[src/rtl/cid_pkg.sv]
package cid_pkg;
  // Register select on the write port
  typedef enum logic {
    CID_ADDR_CTRL  = 1'b0,
    CID_ADDR_COUNT = 1'b1
  } cid_addr_e;

  // Field positions inside the control register
  localparam int unsigned CID_POL_BIT  = 0;
  localparam int unsigned CID_FILT_BIT = 1;

  typedef struct packed {
    logic filt_en;
    logic pol;
  } cid_ctrl_t;
endpackage

[src/rtl/cid_rst_sync.sv]
module cid_rst_sync #(
  parameter int unsigned STAGES = 2
) (
  input  logic clk,
  input  logic rst_n,
  output logic rst_n_sync
);
  logic [STAGES-1:0] sync_q;

  generate
    for (genvar i = 0; i < STAGES; i++) begin : g_stage
      if (i == 0) begin : g_first
        always_ff @(posedge clk or negedge rst_n) begin
          if (!rst_n) sync_q[i] <= 1'b0;
          else        sync_q[i] <= 1'b1;
        end
      end else begin : g_next
        always_ff @(posedge clk or negedge rst_n) begin
          if (!rst_n) sync_q[i] <= 1'b0;
          else        sync_q[i] <= sync_q[i-1];
        end
      end
    end
  endgenerate

  assign rst_n_sync = sync_q[STAGES-1];
endmodule

[src/rtl/cid_cfg_regs.sv]
module cid_cfg_regs
  import cid_pkg::*;
#(
  parameter int unsigned CNT_W = 8
) (
  input  logic             clk,
  input  logic             rst_n,
  input  logic             wr_en_i,
  input  logic             wr_addr_i,
  input  logic [CNT_W-1:0] wr_data_i,
  output cid_ctrl_t        ctrl_o,
  output logic [CNT_W-1:0] reload_val_o,
  output logic             load_o,
  output logic [CNT_W-1:0] load_val_o
);
  localparam logic [CNT_W-1:0] ONE = CNT_W'(1);

  cid_ctrl_t        ctrl_q, ctrl_d;
  logic [CNT_W-1:0] prog_q, prog_d;
  logic             ctrl_we, count_we;

  always_comb begin
    ctrl_we  = wr_en_i && (cid_addr_e'(wr_addr_i) == CID_ADDR_CTRL);
    count_we = wr_en_i && (cid_addr_e'(wr_addr_i) == CID_ADDR_COUNT);
    ctrl_d   = ctrl_q;
    prog_d   = prog_q;
    if (ctrl_we) begin
      ctrl_d.pol     = wr_data_i[CID_POL_BIT];
      ctrl_d.filt_en = wr_data_i[CID_FILT_BIT];
    end
    if (count_we) prog_d = wr_data_i;
  end

  always_ff @(posedge clk or negedge rst_n) begin
    if (!rst_n) begin
      ctrl_q <= '0;
      prog_q <= ONE;
    end else begin
      if (ctrl_we)  ctrl_q <= ctrl_d;
      if (count_we) prog_q <= prog_d;
    end
  end

  // Zero is clamped to one on both the reload and the restart path
  assign ctrl_o       = ctrl_q;
  assign reload_val_o = (prog_q == '0) ? ONE : prog_q;
  assign load_o       = count_we;
  assign load_val_o   = (wr_data_i == '0) ? ONE : wr_data_i;


  reload_nonzero_chk: assert property (@(posedge clk) disable iff (!rst_n)
    reload_val_o != '0);
endmodule

[src/rtl/cid_qualifier.sv]
module cid_qualifier
  import cid_pkg::*;
(
  input  logic      uf_i,
  input  logic      reload_sel_i,
  input  cid_ctrl_t ctrl_i,
  output logic      qual_o
);
  always_comb begin
    if (ctrl_i.filt_en) qual_o = uf_i && (reload_sel_i == ctrl_i.pol);
    else                qual_o = uf_i;
  end
endmodule

[src/rtl/cid_down_counter.sv]
module cid_down_counter #(
  parameter int unsigned CNT_W = 8
) (
  input  logic             clk,
  input  logic             rst_n,
  input  logic             qual_i,
  input  logic             load_i,
  input  logic [CNT_W-1:0] load_val_i,
  input  logic [CNT_W-1:0] reload_val_i,
  output logic             irq_o
);
  localparam logic [CNT_W-1:0] ONE = CNT_W'(1);

  logic [CNT_W-1:0] cnt_q, cnt_d;
  logic             last, cnt_en;

  always_comb begin
    last   = (cnt_q == ONE);
    cnt_en = load_i || qual_i;
    cnt_d  = cnt_q;
    if (load_i)      cnt_d = load_val_i;
    else if (qual_i) cnt_d = last ? reload_val_i : cnt_q - ONE;
  end

  always_ff @(posedge clk or negedge rst_n) begin
    if (!rst_n)      cnt_q <= ONE;
    else if (cnt_en) cnt_q <= cnt_d;
  end

  assign irq_o = rst_n && qual_i && last;


  reload_after_irq_chk: assert property (@(posedge clk) disable iff (!rst_n)
    (irq_o && !load_i) |=> (cnt_q == $past(reload_val_i)));

  hold_when_idle_chk: assert property (@(posedge clk) disable iff (!rst_n)
    (!qual_i && !load_i) |=> $stable(cnt_q));

  restart_on_write_chk: assert property (@(posedge clk) disable iff (!rst_n)
    load_i |=> (cnt_q == $past(load_val_i)));

  count_nonzero_chk: assert property (@(posedge clk) disable iff (!rst_n)
    cnt_q != '0);
endmodule

[src/rtl/carrier_irq_decim.sv]
module carrier_irq_decim
  import cid_pkg::*;
#(
  parameter int unsigned CNT_W       = 8,
  parameter int unsigned SYNC_STAGES = 2
) (
  input  logic             clk,
  input  logic             rst_n,
  input  logic             uf_i,
  input  logic             reload_sel_i,
  input  logic             wr_en_i,
  input  logic             wr_addr_i,
  input  logic [CNT_W-1:0] wr_data_i,
  output logic             irq_o
);
  logic             rst_n_int;
  cid_ctrl_t        ctrl;
  logic [CNT_W-1:0] reload_val, load_val;
  logic             load, qual;

  cid_rst_sync #(.STAGES(SYNC_STAGES)) u_rst (
    .clk(clk), .rst_n(rst_n), .rst_n_sync(rst_n_int));

  cid_cfg_regs #(.CNT_W(CNT_W)) u_cfg (
    .clk(clk), .rst_n(rst_n_int), .wr_en_i(wr_en_i), .wr_addr_i(wr_addr_i),
    .wr_data_i(wr_data_i), .ctrl_o(ctrl), .reload_val_o(reload_val),
    .load_o(load), .load_val_o(load_val));

  cid_qualifier u_qual (
    .uf_i(uf_i), .reload_sel_i(reload_sel_i), .ctrl_i(ctrl), .qual_o(qual));

  cid_down_counter #(.CNT_W(CNT_W)) u_cnt (
    .clk(clk), .rst_n(rst_n_int), .qual_i(qual), .load_i(load),
    .load_val_i(load_val), .reload_val_i(reload_val), .irq_o(irq_o));


  irq_needs_strobe_chk: assert property (@(posedge clk) disable iff (!rst_n_int)
    irq_o |-> uf_i);

  filter_blocks_chk: assert property (@(posedge clk) disable iff (!rst_n_int)
    (ctrl.filt_en && (reload_sel_i != ctrl.pol)) |-> !irq_o);

  reset_quiet_chk: assert property (@(posedge clk)
    !rst_n_int |-> !irq_o);
endmodule

[config.mk]
export PLATFORM = sky130hd
export DESIGN_NAME = carrier_irq_decim
export DESIGN_NICKNAME = d
export VERILOG_FILES = /design/src/rtl/cid_pkg.sv /design/src/rtl/cid_rst_sync.sv /design/src/rtl/cid_cfg_regs.sv /design/src/rtl/cid_qualifier.sv /design/src/rtl/cid_down_counter.sv /design/src/rtl/carrier_irq_decim.sv
export SDC_FILE = /design/constraint.sdc
export NUM_CORES = 1
export LEC_CHECK = 0
export BUFFER_PORTS_ARGS = -buffer_cell sky130_fd_sc_hd__buf_2
export CAP_MARGIN = 0
export CORE_UTILIZATION = 35
export CTS_BUF_LIST = sky130_fd_sc_hd__clkbuf_4 sky130_fd_sc_hd__clkbuf_8 sky130_fd_sc_hd__clkbuf_16
export DETAILED_ROUTE_END_ITERATION = 10
export PLACE_DENSITY = 0.57
export REMOVE_ABC_BUFFERS = 1
export SYNTH_ARGS = -nofsm -noshare
export SYNTH_HDL_FRONTEND = slang
export SYNTH_SLANG_ARGS = --single-unit
export TNS_END_PERCENT = 20
[constraint.sdc]
create_clock -name clk -period 4.2 [get_ports clk]
set_clock_uncertainty 0.05 [all_clocks]
set_input_delay 0.42 -clock clk [delete_from_list [all_inputs] [get_ports clk]]
set_output_delay 0.42 -clock clk [all_outputs]
set_load 0.01 [all_outputs]
==> Word level (Yosys, flattened, before mapping) <==
Cells that the tools add are included.
{ "classes": {"reduce_logical": 10, "n_mux": 6, "n_bitwise": 1, "n_eq_ne": 2, "add_sub_neg": 1} }
{ "op_table": {"columns": ["op", "n"], "rows": [
  ["$mux 8", 5],
  ["$logic_not 8->1", 2],
  ["$eq 8x1->1 const B", 1],
  ["$sub 8x1->8 const B", 1],
  ["$logic_and 1x1->1", 5],
  ["$reduce_and 2->1", 1],
  ["$reduce_bool 2->1", 1],
  ["$eq 1x1->1", 1],
  ["$logic_or 1x1->1", 1],
  ["$mux 1", 1],
  ["$not 1->1", 1]
]} }
{ "word_totals": {"out_inout_bits": 1, "inputBits": 14, "word_cells": 26, "ff_bits": 20} }

==> Longest topological paths before layout <==
{ "depth": {"ltp_word": 5, "ltp_mapped": 9, "depth_no_buf": 7} }

==> By module <==
Synthesis repeated with hierarchy kept, for this count alone.
{ "unflattened": {"cells_unflattened": 119, "area_unflattened_um2": 1196.1} }
{ "by_module_without_submodules": {"columns": ["mod", "n_inst", "area_each_um2", "cells_each"], "rows": [
  ["cid_down_counter", 1, 620.6, 71],
  ["cid_cfg_regs", 1, 505.5, 43],
  ["cid_rst_sync", 1, 53.8, 3],
  ["cid_qualifier", 1, 16.3, 2]
]} }

==> Least setup slack after synthesis <==
No wires, ideal clock.
{ "synth_path": {"kind": "register to output", "startpoint": "reg u_cnt.cnt_q[0]", "endpoint": "out irq_o", "n_path_buf": 2, "stages_incl_launch_ff": 8, "required_ps": 3730, "t_arrival_ps": 2095, "path_slack_ps": 1635, "cell_sequence": "dfstp_2 -> ha_1 -> or4b_4 -> or4_1 -> buf_2 -> clkbuf_1 -> inv_1 -> and3_1"} }
{ "synth_via": {"elab_chain_cells": 2} }
{ "synth_rtl": {"columns": ["element", "line_no", "text"], "rows": [
  ["start, declared", "cid_down_counter.sv:14", "logic [CNT_W-1:0] cnt_q, cnt_d;"],
  ["start signal, assigned", "cid_down_counter.sv:27", "else if (cnt_en) cnt_q <= cnt_d;"],
  ["$eq 8x1->1", "cid_down_counter.sv:18", "last = (cnt_q == ONE);"],
  ["$logic_and 1x1->1", "cid_down_counter.sv:30", "assign irq_o = rst_n && qual_i && last;"],
  ["end, declared", "carrier_irq_decim.sv:14", "output logic irq_o"]
]} }
Every way passes these cells.

==> Final worst setup path <==
Same ends and word-level chain as after synthesis.

==> results.rst <==
.. list-table::
   :header-rows: 1

   * - Metric
     - Value
   * - Result of the run
     - finished clean
   * - Clock root buffer master
     - clkbuf_4
   * - Flop and latch count out of synthesis
     - 20
   * - Grt ovf
     - 0
   * - Clock transition time at the flip-flop clock pins of the worst setup and hold paths
     - 0.11 ns
   * - Summed negative setup slack over all endpoints
     - 0 ns
   * - Total of fill cells in the finished design
     - 275
   * - Starting DRT DRC Count
     - 42
   * - Half-perimeter wire length after placement
     - 1.68 mm
   * - Worst Reg2Reg Path Length in Cells
     - 6
   * - Initial cell density of the core
     - 37.5%
   * - Multi-input gate area
     - 513 um^2
   * - Library cell with the highest instance count after synthesis
     - nand2_1
   * - Count of standard-cell rows
     - 19
   * - Number of global-route vias before repair
     - 850
   * - FF-to-FF Start
     - u_cnt.cnt_q[0]
   * - Final period demand of the worst path
     - 3.02 ns
   * - Top post-synthesis cells by area
     - dfrtp_1 43%, nand2_1 10%, dfstp_2 5.0%
   * - Commonest cells post-synth
     - 29 x nand2_1, 18 x dfrtp_1, 7 x o21ai_1
   * - Placed instance count
     - approximately 160
   * - Antenna diode instance count
     - 0
   * - Number of violations of the max-capacitance limit
     - 0
   * - Tightest Hold Check Type
     - reg -> async
   * - DRC errors left
     - 0
   * - R2r setup slk
     - approximately 1.5 ns
   * - Max Clk Rate
     - 331 MHz
   * - CP Data Required Time
     - 3.73 ns
   * - Tightest slew margin relative to the limit
     - 49.2%
   * - Clock Path Buffers
     - 2
   * - Yosys warns
     - 0
   * - Unrepaired setup endpoints after global routing
     - false
   * - Sequential fraction of the synthesis area
     - 47.9%
   * - Number of iterations in the first detailed-routing pass
     - 4
   * - Count of instances resized after the clock tree is built
     - 0
   * - Post-synth EDFFs
     - 0
   * - Y dimension of the die
     - 56.8 um
   * - Average wire per standard cell
     - between 15 and 20 um
   * - Worst R2R End
     - u_cnt.cnt_q[0]
   * - Vias per Instance
     - between 5 and 6
   * - Number of nets at the end of the flow
     - 146
   * - Number of buffers created by CTS
     - 3
   * - Final RePlAce weighted congestion
     - 0.819
   * - Startpoint type of the worst setup path
     - flip-flop
   * - Worst vdd rail ir drop
     - 0.000216 V
   * - Cell taking the most area after synthesis
     - dfrtp_1
   * - Area share of the largest cell type after synthesis
     - between 40% and 50%
   * - Cells after Synth
     - between 100 and 150
   * - Synth-to-Final Area Change
     - 14.4%
   * - TritonCTS clock tree
     - done
   * - Fraction of final layout cells with drive strength greater than 1
     - 18.6%
   * - Most frequently used flop master after synthesis
     - dfrtp_1
   * - Share of async-settable or async-resettable flops after synthesis
     - 100%
   * - Power density over the cells
     - 503 nW/um^2
   * - Worst Setup End Kind
     - output pin
   * - # port buffers
     - 14
   * - Static leakage
     - ~0.57 nW
   * - Initial antenna violation count
     - 0
   * - Final std cells w/o fill
     - 160
   * - Setup violations, final
     - 0
   * - Worst setup path class
     - reg -> out
   * - Library cells used by synthesis
     - 32
   * - Num ports
     - 15
   * - Global-route wire length before repair
     - about 4.1 mm
   * - Clock latency on the worst-skew pair
     - 0.30 ns
   * - Die Outline Area
     - between 3000 and 4000 um^2
   * - Mean instance size in the synthesized netlist
     - approximately 9.1 um^2
   * - Largest net degree at the start of global routing
     - 20
   * - Arrival time at the worst endpoint
     - between 2 and 3 ns
   * - Placeable core region
     - 2810 um^2
   * - Cell area after technology mapping
     - 1050 um^2
   * - Transition time of the tightest slew-check pin
     - 0.762 ns
   * - GRT Overall Usage
     - 16.8%
   * - Final count of pins violating max slew
     - 0
   * - Via count of the routed design
     - 878
   * - Final hold violations
     - 0
   * - Number of nets with antenna violations after detailed routing
     - 0
   * - Total number of clock tree sinks
     - 20
   * - Timing startpoint of the critical path
     - u_cnt.cnt_q[0]
   * - Total detailed-routing wirelength
     - 2.40 mm
   * - FF+latch area
     - approximately 500 um^2
   * - Share of the clock period used by the worst path
     - 71.8%
   * - CTS H-Tree Depth
     - 1
   * - Highest net fanout along the worst path
     - 15
   * - Die X
     - 56.8 um
## per-stage QoR
stage / total power, mW / utilization [%] / instance area [um^2] / setup WS (ns) / hold WS [ns]
4_1_cts: 0.610 / 42.9 / 1200 / 1.18 / 0.271
3_3_place_gp: 0.448 / 40.6 / 1140 / 1.57 / 0.155
3_5_place_dp: 0.449 / 40.6 / 1140 / 1.53 / 0.157
2_1_floorplan: 0.403 / - / 1030 / 1.66 / 0.0744
5_1_grt: 0.648 / 42.9 / 1200 / 1.06 / 0.287
6_report: 0.605 / 42.9 / 1200 / 1.18 / 0.274
## power by group
part	internal (mW)	leakage (nW)	total, mW	switching [mW]
combinational	0.0819	0.306	0.164	0.0823
sequential	0.234	0.240	0.284	0.0498
clock	0.0965	0.0279	0.157	0.0603
total	0.413	0.573	0.605	0.192
## cells by family after synthesis
kind of cell | after synthesis | share of synthesized area (%)
other cells | 1 | 0.357
simple gates | 52 | 23.2
fa+ha+maj | 2 | 2.38
mux | 3 | 3.10
buf+inv | 9 | 3.33
xor+xnor | 6 | 5.00
flops | 20 | 47.9
compound gates | 22 | 14.8
## sequential cells by signal, indices dropped and copies added (netlist names)
signal	cells
u_cfg.ctrl_o	2
u_cfg.prog_q	8
u_cnt.cnt_q	8
u_rst.rst_n_sync	1
u_rst.sync_q	1
## layout make-up
cell class | instances | share of cell area, %
clock buffers | 3 | 1.87
inverters | 4 | 1.25
well taps | 31 | 3.23
clock inverters | 1 | 2.50
multi-input cells | 86 | 42.7
flip-flops and latches | 20 | 41.8
repair buffers | 15 | 6.66
## worst max-delay path by stage
stage	cells after the start	slack (ns)	to
floorplan	6	1.66	u_cnt.cnt_q[0]
global placement	6	1.57	irq_o
detailed placement	6	1.53	u_cnt.cnt_q[0]
CTS	6	1.18	irq_o
global route	6	1.06	irq_o
finish	6	1.18	irq_o
## layer usage
metal	vias to the layer above	part of all wire (%)	track usage [%]
li1	429	-	-
met1	418	47	22.3
met2	27	47	26.7
met3	4	5.7	5.30
met4	0	0.87	4.18
met5	-	0	0
## placed cells by master, fill, tap and decap left out
| master | n |
|---|---|
| and3_1 | 1 |
| dlygate4sd3_1 | 1 |
| dfrtp_1 | 18 |
| conb_1 | 1 |
| or4b_4 | 1 |
| a211oi_1 | 2 |
| o21ai_0 | 3 |
| nand3b_1 | 1 |
| a22oi_1 | 4 |
| inv_1 | 4 |
| buf_2 | 14 |
| a221o_1 | 2 |
| nor3b_1 | 1 |
| a21boi_0 | 1 |
| xnor2_1 | 3 |
| a221oi_2 | 1 |
| mux2i_1 | 1 |
| or4_1 | 3 |
| and2_1 | 1 |
| xor2_1 | 3 |
| clkbuf_4 | 3 |
| nor4_1 | 1 |
| ha_1 | 2 |
| o21ai_1 | 7 |
| nor3_1 | 6 |
| dfstp_2 | 2 |
| o31a_1 | 1 |
| a311oi_1 | 1 |
| nand2_1 | 29 |
| mux2_2 | 2 |
| nor2_1 | 5 |
| nand3_1 | 2 |
| nand2b_1 | 1 |
| bufinv_16 | 1 |
## critical path, stage by stage (launching register included)
cell and delay, ns:
dfstp_2 0.59, ha_1 0.14, or4b_4 0.47, or4_1 0.67
inv_1 0.11, and3_1 0.14, buf_2 0.12
## timing repair
action / in CTS / in global routing
setup endpoints to repair: 0 / 0
endpoints found under the hold margin: 2 / 0
buffers inserted: 0 / 0
hold buffers: 1 / 0
Note: power is estimated with default switching activity, not from simulation.
